===== config.mk =====
export PLATFORM = sky130hd
export DESIGN_NAME = vspec_gov
export DESIGN_NICKNAME = d
export VERILOG_FILES = /design/src/rtl/vspec_pkg.sv /design/src/rtl/vspec_errwin.sv /design/src/rtl/vspec_floor.sv /design/src/rtl/vspec_vstep.sv /design/src/rtl/vspec_ctrl.sv /design/src/rtl/vspec_gov.sv
export SDC_FILE = /design/constraint.sdc
export NUM_CORES = 1
export LEC_CHECK = 0
export CAP_MARGIN = 20
export CELL_PAD_IN_SITES_DETAIL_PLACEMENT = 0
export CELL_PAD_IN_SITES_GLOBAL_PLACEMENT = 1
export CORE_MARGIN = 2
export CORE_UTILIZATION = 45
export CTS_CLUSTER_DIAMETER = 30
export DETAILED_ROUTE_END_ITERATION = 12
export GPL_TIMING_DRIVEN = 0
export MAX_ROUTING_LAYER = met4
export PLACE_DENSITY = 0.95
export SYNTH_ARGS = -nofsm -noshare
export SYNTH_HDL_FRONTEND = slang
export SYNTH_SLANG_ARGS = --single-unit
export TNS_END_PERCENT = 1

===== constraint.sdc =====
create_clock -name clk -period 13.25 [get_ports clk]
set_input_delay 1.9875 -clock clk [delete_from_list [all_inputs] [get_ports clk]]
set_output_delay 1.9875 -clock clk [all_outputs]
set_load 0.01 [all_outputs]

===== src/rtl/vspec_pkg.sv =====
package vspec_pkg;
  typedef enum logic [1:0] {
    MODE_CONS = 2'd0,
    MODE_DOWN = 2'd1,
    MODE_HOLD = 2'd2
  } mode_t;

  typedef enum logic [2:0] {
    OP_KEEP       = 3'd0,
    OP_RAISE      = 3'd1,
    OP_DROP_FLOOR = 3'd2,
    OP_DROP_FREE  = 3'd3,
    OP_LIFT       = 3'd4
  } vop_t;
endpackage


===== src/rtl/vspec_errwin.sv =====
// Per-window error counter: saturating, cleared at each tick.
module vspec_errwin #(
  parameter int CW = 4
) (
  input  logic          clk,
  input  logic          rst_n,
  input  logic          err_i,
  input  logic          tick_i,
  output logic [CW-1:0] win_o,
  output logic          quiet_o
);
  localparam logic [CW-1:0] CMAX = '1;

  logic [CW-1:0] cnt_q, cnt_d;
  logic          cnt_en;
  logic          bump;

  assign bump = err_i && (cnt_q != CMAX);

  always_comb begin
    cnt_en = tick_i || bump;
    cnt_d  = tick_i ? '0 : cnt_q + 1'b1;
  end

  always_ff @(posedge clk or negedge rst_n) begin
    if (!rst_n)      cnt_q <= '0;
    else if (cnt_en) cnt_q <= cnt_d;
  end

  // Count of the window that closes in this cycle, tick-cycle error included
  assign win_o   = bump ? cnt_q + 1'b1 : cnt_q;
  assign quiet_o = (cnt_q == '0) && !err_i;
endmodule


===== src/rtl/vspec_floor.sv =====
// Padded floor for conservative behaviour, capped at the nominal maximum.
module vspec_floor #(
  parameter int VW = 11,
  parameter int PW = 6
) (
  input  logic [VW-1:0] margin_i,
  input  logic [PW-1:0] pad_i,
  input  logic [VW-1:0] vmax_i,
  output logic [VW-1:0] floor_o
);
  logic [VW:0] sum_x;
  logic [VW:0] vmax_x;

  always_comb begin
    sum_x   = {1'b0, margin_i} + (VW+1)'(pad_i);
    vmax_x  = {1'b0, vmax_i};
    floor_o = (sum_x > vmax_x) ? vmax_i : sum_x[VW-1:0];
  end
endmodule


===== src/rtl/vspec_vstep.sv =====
// Voltage-code datapath: applies one step operation and the maximum clamp.
module vspec_vstep
  import vspec_pkg::*;
#(
  parameter int VW      = 11,
  parameter int UP_STEP = 10,
  parameter int DN_STEP = 5
) (
  input  logic [VW-1:0] cur_i,
  input  logic [VW-1:0] floor_i,
  input  logic [VW-1:0] vmax_i,
  input  vop_t          op_i,
  output logic [VW-1:0] next_o
);
  localparam logic [VW:0] UP_X = (VW+1)'(UP_STEP);
  localparam logic [VW:0] DN_X = (VW+1)'(DN_STEP);

  logic [VW:0] cur_x, floor_x, vmax_x, res_x;

  always_comb begin
    cur_x   = {1'b0, cur_i};
    floor_x = {1'b0, floor_i};
    vmax_x  = {1'b0, vmax_i};
    res_x   = cur_x;
    case (op_i)
      OP_RAISE:      res_x = cur_x + UP_X;
      OP_DROP_FLOOR: begin
        if (cur_x > floor_x)
          res_x = ((cur_x - floor_x) > DN_X) ? cur_x - DN_X : floor_x;
      end
      OP_DROP_FREE:  res_x = (cur_x >= DN_X) ? cur_x - DN_X : '0;
      OP_LIFT:       begin
        if (cur_x < floor_x) res_x = floor_x;
      end
      default:       res_x = cur_x;
    endcase
    next_o = (res_x > vmax_x) ? vmax_i : res_x[VW-1:0];
  end
endmodule


===== src/rtl/vspec_ctrl.sv =====
// Mode sequencer: picks the voltage operation and the next mode.
module vspec_ctrl
  import vspec_pkg::*;
#(
  parameter int CW = 4
) (
  input  logic          clk,
  input  logic          rst_n,
  input  logic          err_i,
  input  logic          tick_i,
  input  logic          ctx_i,
  input  logic          arm_i,
  input  logic          aggr_i,
  input  logic [CW-1:0] win_i,
  input  logic          quiet_i,
  input  logic [CW-1:0] thr_max_i,
  input  logic [CW-1:0] thr_min_i,
  output vop_t          op_o,
  output mode_t         mode_o
);
  mode_t mode_q, mode_d;
  logic  mode_en;
  logic  rate_high, rate_low, rate_at_max;

  always_comb begin
    rate_high   = win_i > thr_max_i;
    rate_low    = win_i < thr_min_i;
    rate_at_max = win_i == thr_max_i;
  end

  always_comb begin
    mode_d = mode_q;
    op_o   = OP_KEEP;
    case (mode_q)
      MODE_CONS: begin
        if (err_i)                  op_o = OP_RAISE;
        else if (tick_i && quiet_i) op_o = OP_DROP_FLOOR;
        if (arm_i && aggr_i)        mode_d = MODE_DOWN;
      end
      MODE_DOWN, MODE_HOLD: begin
        if (ctx_i || (tick_i && (rate_high || rate_low))) begin
          mode_d = MODE_CONS;
          op_o   = OP_LIFT;
        end else if (tick_i && (mode_q == MODE_DOWN)) begin
          if (rate_at_max) mode_d = MODE_HOLD;
          else             op_o   = OP_DROP_FREE;
        end
      end
      default: mode_d = MODE_CONS;
    endcase
    mode_en = (mode_d != mode_q);
  end

  always_ff @(posedge clk or negedge rst_n) begin
    if (!rst_n)       mode_q <= MODE_CONS;
    else if (mode_en) mode_q <= mode_d;
  end

  assign mode_o = mode_q;
endmodule


===== src/rtl/vspec_gov.sv =====
module vspec_gov
  import vspec_pkg::*;
#(
  parameter int VW      = 11,
  parameter int PW      = 6,
  parameter int CW      = 4,
  parameter int UP_STEP = 10,
  parameter int DN_STEP = 5
) (
  input  logic          clk,
  input  logic          rst_n,
  input  logic          corr_err_i,
  input  logic          minute_tick_i,
  input  logic          ctx_switch_i,
  input  logic          spec_arm_i,
  input  logic          aggr_class_i,
  input  logic [VW-1:0] margin_code_i,
  input  logic [PW-1:0] pad_code_i,
  input  logic [VW-1:0] vmax_code_i,
  input  logic [CW-1:0] err_max_i,
  input  logic [CW-1:0] err_min_i,
  output logic [VW-1:0] vcode_o,
  output logic [1:0]    mode_o,
  output logic          spec_active_o
);
  logic [CW-1:0] win;
  logic          quiet;
  logic [VW-1:0] floor_code;
  logic [VW-1:0] cur_code, next_code;
  logic [VW-1:0] v_q;
  logic          loaded_q;
  logic          v_en;
  vop_t          op;
  mode_t         mode;

  vspec_errwin #(.CW(CW)) u_win (
    .clk     (clk),
    .rst_n   (rst_n),
    .err_i   (corr_err_i),
    .tick_i  (minute_tick_i),
    .win_o   (win),
    .quiet_o (quiet)
  );

  vspec_floor #(.VW(VW), .PW(PW)) u_floor (
    .margin_i (margin_code_i),
    .pad_i    (pad_code_i),
    .vmax_i   (vmax_code_i),
    .floor_o  (floor_code)
  );

  vspec_ctrl #(.CW(CW)) u_ctrl (
    .clk       (clk),
    .rst_n     (rst_n),
    .err_i     (corr_err_i),
    .tick_i    (minute_tick_i),
    .ctx_i     (ctx_switch_i),
    .arm_i     (spec_arm_i),
    .aggr_i    (aggr_class_i),
    .win_i     (win),
    .quiet_i   (quiet),
    .thr_max_i (err_max_i),
    .thr_min_i (err_min_i),
    .op_o      (op),
    .mode_o    (mode)
  );

  vspec_vstep #(.VW(VW), .UP_STEP(UP_STEP), .DN_STEP(DN_STEP)) u_step (
    .cur_i   (cur_code),
    .floor_i (floor_code),
    .vmax_i  (vmax_code_i),
    .op_i    (op),
    .next_o  (next_code)
  );

  // Until the first edge after reset the code tracks the nominal maximum.
  assign cur_code = loaded_q ? v_q : vmax_code_i;
  assign v_en     = !loaded_q || (next_code != v_q);

  always_ff @(posedge clk or negedge rst_n) begin
    if (!rst_n) begin
      v_q      <= '0;
      loaded_q <= 1'b0;
    end else begin
      loaded_q <= 1'b1;
      if (v_en) v_q <= next_code;
    end
  end

  assign vcode_o       = cur_code;
  assign mode_o        = mode;
  assign spec_active_o = (mode != MODE_CONS);
endmodule


==> impl_metrics.toml, run 1 <==
[layout]
layout_commonest_cell = "ha_1"
instances_no_fill = 723
most-common-layout-cells = "ha_1, clkdlybuf4s50_1, nand2_1, inv_1, o21ai_0"
fill_cells = 853
drive_above_1_share = 0.0602
diodes = 0
fin_area_um2 = 4840
layout.nets = 717
synthToLayoutAreaGrowth_pct = 18.0

[floorplan]
die_area_um2 = 9900
rows = 34
coreArea_um2 = 8760
start_util = 0.468
die_h_um = 99.5
io_pins = 57
die_x_um = 99.5

[grt]
grt_pass1_wl_um = 20600
grt_max_degree = 19
top_usage_layer = "met2"
antenna_found_initial = 0
use_met3 = 0.0246
grt_pass1_vias = 4282
grt-ovfl-total = 0
use_met1 = 0.335
groute.layer.met2.usage = 0.436
grtUsageTotal = 0.264

[yosys]
yosysTopAreaCellShare = 0.171
ys_seq_elements = 18
synth-edff-count = 0
ys.flop_type = "dfrtp_1"
synth_seq_area_share = 0.110
ys_types = 75
syn_area_um2 = 4100
netlist.top_cell.by_area = "ha_1"
syn_inst = 556
ys_async_sr_fraction = 1.00
synth_area_leaders = "ha_1, dfrtp_1, o21ai_0"
synth_warnings = 0
postSynthAreaPerCell_um2 = 7.38
synthesis.nets = 657

[timing]
fmax_mhz = 84.8
fin_skew_ns = 0.00137
slew_headroom = 0.454
setup_violations = 0
rsz0062_at_grt = "no"
min_period_ns = 11.79
slew_viol_final = 0
period_share = 0.890
tightestPinTransition_ns = 0.810
hold_viol = 0
tns_ns = 0

[placement]
dp_cells = 718
placed_cell_area_um2 = 4780
dp_hpwl_um = 10700
port_buffers = 54
place_congestion = 1.06

[power]
max-vdd-ir-drop_mv = 0.0646
power.leakage_nw = 2.08
power_density_nw_per_um2 = 163
power_mw = 0.789

[setup_path]
start_kind = "primary input"
critPathArrivalTime_ns = 11.93
cp_slowest_cell = "a2111oi_0"
worstPathRequired_ns = 13.39
slowest_delay_ns = 0.61
end_kind = "flip-flop"
crit_path_max_fanout = 10
crit_type = "in2reg"

[drt]
remaining_drc_errors = 0
wl_per_cell_um = 17.8
first_pass_iters = 6
drtIter0Drc = 379
vias_per_cell = 6.26
antenna_left = 0
drt-total-wl_um = 12900
vias = 4525

[job]
cap_violations = 0

[clock_network]
cts_root_buf = "clkbuf_8"
numClockSinks = 18
cts_buffer_depth = 2
clk_latency_ns = 0.26
hold_buffers = 0
cts_tree = "built"
clk_pin_slew_ns = 0.07
ctsResizeCount = 0
cts_made_buffers = 3
cts_setup_buffers = 0
htreeDepth = 1

[outcome]
status = "finished, final reports clean"

[min_path]
hold_path.class = "reg2reg"
[synth_stat cells, types with 13 or more instances]
cell type	instances
a21oi_1	40
xnor2_1	19
nor2b_1	14
mux2i_1	14
clkbuf_1	13
inv_1	44
dfrtp_1	18
nor3_1	13
nand2_1	52
mux2_2	15
nand3_1	14
o21ai_0	43
ha_1	56
nor2_1	38
[state kept, by name, summed over array words and instances, names as in the netlist]
signal	cells
u_win.cnt_q	4
u_ctrl.mode_o	2
loaded_q	1
v_q	11
[metal layers]
| metal | vias up | share of wire | wire length (um) |
|---|---|---|---|
| met4 | 0 | 0.034 | 437 |
| met2 | 178 | 0.47 | 6020 |
| met1 | 2107 | 0.44 | 5720 |
| li1 | 2205 | - | - |
| met5 | - | 0 | 0 |
| met3 | 35 | 0.055 | 704 |
[layout make-up]
type,count,area (um^2),area share
Buffer,15,58.8,0.0121
Clock buffer,4,55.1,0.0114
Inverter,47,176,0.0364
Multi-Input combinational cell,476,3420,0.706
Sequential cell,18,450,0.0930
Tap cell,108,135,0.0279
Timing Repair Buffer,55,548,0.113
[kinds of logic after synthesis]
| logic type | after synthesis | share of synthesized area |
|---|---|---|
| and+or+nand+nor | 183 | 0.227 |
| AOI/OAI and AO/OA | 180 | 0.295 |
| buffers and inverters | 62 | 0.0573 |
| adders and majority gates | 58 | 0.181 |
| muxes | 30 | 0.0781 |
| xor gates and xnor gates | 24 | 0.0512 |
| DFF | 18 | 0.110 |
| other | 1 | 0.000914 |
[final timing paths]
check | from | end | slack (ns) | depth (start not counted)
setup reg to reg | loaded_q$_DFF_PN0_ | v_q[9]$_DFFE_PN0P_ | 5.65 | 24
hold reg to reg | u_ctrl.mode_o[0]$_DFFE_PN0P_ | u_ctrl.mode_o[0]$_DFFE_PN0P_ | 0.63 | 2
setup / recovery | margin_code_i[0] | v_q[9]$_DFFE_PN0P_ | 1.46 | 37
min in group asynchronous | rst_n | u_win.cnt_q[1]$_DFFE_PN0P_ | 2.20 | 1
max in group asynchronous | rst_n | v_q[2]$_DFFE_PN0P_ | 10.54 | 1
hold / removal | u_ctrl.mode_o[0]$_DFFE_PN0P_ | u_ctrl.mode_o[0]$_DFFE_PN0P_ | 0.63 | 2
[worst max-delay path: cells and delay by family]
family	cells	cell delay, ns
xor+xnor	1	0.17
mux	1	0.37
fa+ha+maj	6	1.83
buf+inv	4	1.09
compound gates	20	4.74
simple gates	5	1.75
[through the flow]
step	setup slack, ns	hold WS [ns]	utilization
floorplan	3.30	0.622	-
global placement	1.41	0.608	0.545
detailed placement	1.35	0.633	0.545
CTS	1.53	0.642	0.552
global route	0.786	0.672	0.552
finish	1.46	0.634	0.552
[power breakdown]
part | internal, mW | leakage (nW) | switching (mW)
logic | 0.272 | 1.82 | 0.387
clock network | 0.0264 | 0.0288 | 0.0186
registers | 0.0760 | 0.224 | 0.00904
total | 0.374 | 2.08 | 0.415
Power figures use the tool's default switching activity.
==> inputs of run 2 (changes only) <==
--- a/config.mk
+++ b/config.mk
@@ -8,11 +8,11 @@
 export CAP_MARGIN = 20
 export CELL_PAD_IN_SITES_DETAIL_PLACEMENT = 0
 export CELL_PAD_IN_SITES_GLOBAL_PLACEMENT = 1
+export CORE_ASPECT_RATIO = 1.4
 export CORE_MARGIN = 2
 export CORE_UTILIZATION = 45
 export CTS_CLUSTER_DIAMETER = 30
 export DETAILED_ROUTE_END_ITERATION = 12
-export GPL_TIMING_DRIVEN = 0
 export MAX_ROUTING_LAYER = met4
 export PLACE_DENSITY = 0.95
 export SYNTH_ARGS = -nofsm -noshare
==> run 2 against run 1 <==
- wire length rose by 11%
- maximum frequency decreased by 1.4%
- setup slack lost 0.17 ns
- core utilization shrank 0.66 points
- combinational power rose by 3%
- register-to-register slack worse by 0.55 ns
- critical path type unchanged
- highest routed layer unchanged
==> impl_metrics.toml, run 2 (synthesis results as in run 1) <==
[outcome]
status = "finished, final reports clean"

[setup_path]
r2r-end = "v_q[9]$_DFFE_PN0P_"
crit_path_max_fanout = 15
critPathArrivalTime_ns = 12.09
cp_slowest_cell = "a2111oi_0"
cp_num_buf_inv = 3
cp.depth = 35
cp_top_family = "compound AO/OA/AOI/OAI gates"
end_kind = "flip-flop"
slowest_delay_ns = 0.63
startpoint = "margin_code_i[0]"
crit_type = "in2reg"
start_kind = "primary input"
r2r.worst_path.cells = 23
timing.rr.start = "loaded_q$_DFF_PN0_"
endpoint = "v_q[9]$_DFFE_PN0P_"
worstPathRequired_ns = 13.38
r2r_slack_ns = 5.10

[timing]
worst_slack_ns = 1.29
tns_ns = 0
fin_skew_ns = 0.00246
fmax_mhz = 83.6
tightestPinTransition_ns = 1.03
hold_viol = 0
setup_violations = 0
min_period_ns = 11.96
hold_ws_ns = 0.636
slew_headroom = 0.310
rsz0062_at_grt = "no"
slew_viol_final = 0
period_share = 0.903

[clock_network]
cts_setup_buffers = 0
htreeDepth = 1
cts_root_buf = "clkbuf_16"
cts_buffer_depth = 2
cts_made_buffers = 3
clk_latency_ns = 0.25
numClockSinks = 18
hold_buffers = 0
ctsResizeCount = 0
clk_pin_slew_ns = 0.05
cts_tree = "built"

[floorplan]
rows = 41
start_util = 0.460
die_area_um2 = 9910
coreArea_um2 = 8930
die_x_um = 84.7
die_h_um = 117
io_pins = 57

[layout]
regMostFlops = "v_q"
most-common-layout-cells = "ha_1, clkdlybuf4s50_1, nand2_1, inv_1, o21ai_0"
synthToLayoutAreaGrowth_pct = 18.8
largest_reg_flops = 11
drive_above_1_share = 0.0659
layout.nets = 709
instances_no_fill = 714
diodes = 0

[grt]
grt_max_degree = 19
antenna_found_initial = 0
grtUsageTotal = 0.296
grt_pass1_wl_um = 22600
grt_pass1_vias = 4430
grt-ovfl-total = 0

[power]
max-vdd-ir-drop_mv = 0.0983
power.leakage_nw = 2.10
power_mw = 0.830
power_density_nw_per_um2 = 170

[job]
cap_violations = 0

[min_path]
hold_path.class = "reg2reg"
hp-start = "u_ctrl.mode_o[0]$_DFFE_PN0P_"

[drt]
wl_per_cell_um = 20.1
drt-total-wl_um = 14300
vias = 4492
vias_per_cell = 6.29
first_pass_iters = 5
drtIter0Drc = 223
remaining_drc_errors = 0
antenna_left = 0

[placement]
port_buffers = 56
dp_slack_ns = 1.09
dp_cells = 708
place_congestion = 1.01
dp_hpwl_um = 11800
-- run 2: cell types whose count changed in the layout (fill, tap and decap cells not counted) --
cell	before	now
clkbuf_16	0	3
clkbuf_1	13	0
clkdlybuf4s50_1	54	56
clkbuf_8	4	1
buf_4	0	6
buf_2	2	0
clkbuf_4	1	0
-- run 2: power breakdown --
| part | switching [mW] | internal (mW) | leakage [nW] |
|---|---|---|---|
| sequential | 0.0111 | 0.0761 | 0.224 |
| clock | 0.0216 | 0.0460 | 0.0442 |
| combinational | 0.398 | 0.277 | 1.84 |
-- run 2: final cells by class --
class / instances / area, um^2
Fill cell: 891 / 4050
Multi-Input combinational cell: 476 / 3420
Timing Repair Buffer: 62 / 606
Sequential cell: 18 / 450
Inverter: 47 / 176
Tap cell: 107 / 134
Clock buffer: 4 / 88.8
-- run 2: worst register-to-register path: stages, from the launching register on --
cell	delay (ns)
dfrtp_1	0.73
inv_1	0.27
a21boi_0	0.75
inv_1	0.33
ha_1	0.51
nand2_1	0.10
a222oi_1	0.36
nand4b_1	0.17
or4_1	0.42
or4b_4	0.54
nor3_4	0.50
mux2i_1	0.24
a22oi_1	0.11
o21ai_0	0.51
ha_1	0.36
o21ai_0	0.09
a21oi_1	0.05
o21ai_0	0.17
a21oi_1	0.09
a2111oi_0	0.43
o21ai_0	0.16
a21oi_1	0.52
buf_4	0.28
mux2_2	0.35
-- run 2: how the worst min path moves through the flow --
stage / slack, ns / depth (start not counted) / endpoint
2_1_floorplan: 0.62 / 2 / u_ctrl.mode_o[0]$_DFFE_PN0P_
3_3_place_gp: 0.61 / 2 / u_ctrl.mode_o[0]$_DFFE_PN0P_
3_5_place_dp: 0.63 / 2 / u_ctrl.mode_o[0]$_DFFE_PN0P_
4_1_cts: 0.64 / 2 / u_ctrl.mode_o[0]$_DFFE_PN0P_
5_1_grt: 0.67 / 2 / u_ctrl.mode_o[0]$_DFFE_PN0P_
6_report: 0.64 / 2 / u_ctrl.mode_o[0]$_DFFE_PN0P_
-- run 2: stage by stage --
stage | area, um^2 | utilization
6_report | 4870 | 0.546
5_1_grt | 4870 | 0.546
4_1_cts | 4860 | 0.544
3_5_place_dp | 4770 | 0.534
3_3_place_gp | 4770 | 0.534
2_1_floorplan | 4100 | -
-- run 2: metal layers --
metal | GRT usage | share of wire | up-vias
met5 | - | 0 | -
met4 | 0.175 | 0.062 | 0
met1 | 0.324 | 0.39 | 2093
met3 | 0.0351 | 0.049 | 54
met2 | 0.517 | 0.49 | 160
li1 | - | - | 2185
==> inputs of run 3 (changes only) <==
--- a/config.mk
+++ b/config.mk
@@ -5,7 +5,6 @@
 export SDC_FILE = /design/constraint.sdc
 export NUM_CORES = 1
 export LEC_CHECK = 0
-export CAP_MARGIN = 20
 export CELL_PAD_IN_SITES_DETAIL_PLACEMENT = 0
 export CELL_PAD_IN_SITES_GLOBAL_PLACEMENT = 1
 export CORE_ASPECT_RATIO = 1.4
==> run 3 against run 2 <==
- clock power is essentially flat
- final cell count shrank 0.28%
- register-to-register slack worse by 0.22 ns
- first-iteration DRC count is 19% higher
- total power down 0.58%
- highest routed layer unchanged
==> impl_metrics.toml, run 3 (synthesis results as in run 1) <==
[setup_path]
crit_type = "in2reg"
slowest_delay_ns = 0.93
cp_slowest_cell = "a21oi_1"
worstPathRequired_ns = 13.38
start_kind = "primary input"
end_kind = "flip-flop"
critPathArrivalTime_ns = 12.31
r2r_slack_ns = 4.88
crit_path_max_fanout = 15

[grt]
grtUsageTotal = 0.296
use_met3 = 0.0351
grt_max_degree = 19
antenna_found_initial = 0
groute.layer.met2.usage = 0.517
grt_pass1_vias = 4430
top_usage_layer = "met2"
grt-ovfl-total = 0
grt_pass1_wl_um = 22600
use_met1 = 0.324

[clock_network]
numClockSinks = 18
cts_made_buffers = 3
cts_setup_buffers = 0
clk_latency_ns = 0.25
cts_tree = "built"
clk_pin_slew_ns = 0.05
ctsResizeCount = 0
hold_buffers = 0
cts_buffer_depth = 2
cts_root_buf = "clkbuf_16"
htreeDepth = 1

[floorplan]
rows = 41
die_h_um = 117
die_x_um = 84.7
start_util = 0.460
coreArea_um2 = 8930
die_area_um2 = 9910
io_pins = 57

[job]
cap_violations = 0

[layout]
synthToLayoutAreaGrowth_pct = 18.4
diodes = 0
regMostFlops = "v_q"
drive_above_1_share = 0.0628
layout.nets = 707
most-common-layout-cells = "ha_1, clkdlybuf4s50_1, nand2_1, inv_1, o21ai_0"
fill_cells = 896
multi_input_area_um2 = 3420
fin_util = 0.544
instances_no_fill = 712
ff_latch_area_um2 = 450
largest_reg_flops = 11

[min_path]
hold_path.class = "reg2reg"

[timing]
hold_viol = 0
fin_skew_ns = 0.00296
slew_viol_final = 0
tns_ns = 0
setup_violations = 0
fmax_mhz = 82.1
slew_headroom = 0.192
rsz0062_at_grt = "no"
tightestPinTransition_ns = 1.20
period_share = 0.919
min_period_ns = 12.18

[placement]
port_buffers = 56
place_congestion = 1.01
dp_hpwl_um = 11800
dp_cells = 708

[drt]
first_pass_iters = 7
drt-total-wl_um = 14400
antenna_left = 0
remaining_drc_errors = 0
vias = 4493
wl_per_cell_um = 20.2
drtIter0Drc = 266
vias_per_cell = 6.31

[power]
power.leakage_nw = 2.09
power_mw = 0.825
power_density_nw_per_um2 = 170
max-vdd-ir-drop_mv = 0.0971

[outcome]
status = "finished, final reports clean"
==> run 3: metal layers <==
layer,up-vias,wire [um]
li1,2179,-
met1,2093,5660
met2,172,7170
met3,49,680
met4,0,838
met5,-,0
==> run 3: final timing paths <==
kind	cells after the start	to	startpoint
worst max-delay path	34	v_q[6]$_DFFE_PN0P_	margin_code_i[0]
worst min-delay path	2	u_ctrl.mode_o[0]$_DFFE_PN0P_	u_ctrl.mode_o[0]$_DFFE_PN0P_
worst max register to register	22	v_q[6]$_DFFE_PN0P_	loaded_q$_DFF_PN0_
worst min register to register	2	u_ctrl.mode_o[0]$_DFFE_PN0P_	u_ctrl.mode_o[0]$_DFFE_PN0P_
max in group asynchronous	1	u_ctrl.mode_o[0]$_DFFE_PN0P_	rst_n
min in group asynchronous	1	v_q[9]$_DFFE_PN0P_	rst_n
==> run 3: final cells by class <==
class / instances / share of cell area
Sequential cell: 18 / 0.0927
Multi-Input combinational cell: 476 / 0.704
Timing Repair Buffer: 60 / 0.122
Tap cell: 107 / 0.0276
Clock buffer: 4 / 0.0183
Inverter: 47 / 0.0363
==> run 3: worst max-delay path: cells and delay by family <==
family | cells | cell delay (ns)
AND/OR/NAND/NOR | 4 | 1.62
XOR/XNOR | 1 | 0.17
multiplexers | 2 | 0.67
AO/OA/AOI/OAI | 19 | 5.50
adder cells (fa/ha/maj) | 6 | 1.86
buffers and inverters | 2 | 0.48
==> run 3: stage by stage <==
stage / hold WS (ns) / worst slack, ns / cell area [um^2]
global placement: 0.612 / 1.38 / 4770
detailed placement: 0.632 / 1.09 / 4770
floorplan: 0.622 / 3.30 / 4100
CTS: 0.639 / 1.34 / 4860
finish: 0.636 / 1.07 / 4860
global route: 0.673 / 0.471 / 4860
==> run 3: where the power goes <==
part / switching, mW / internal [mW] / leakage, nW
Combinational: 0.399 / 0.272 / 1.83
Clock: 0.0215 / 0.0460 / 0.0442
Sequential: 0.0111 / 0.0761 / 0.224
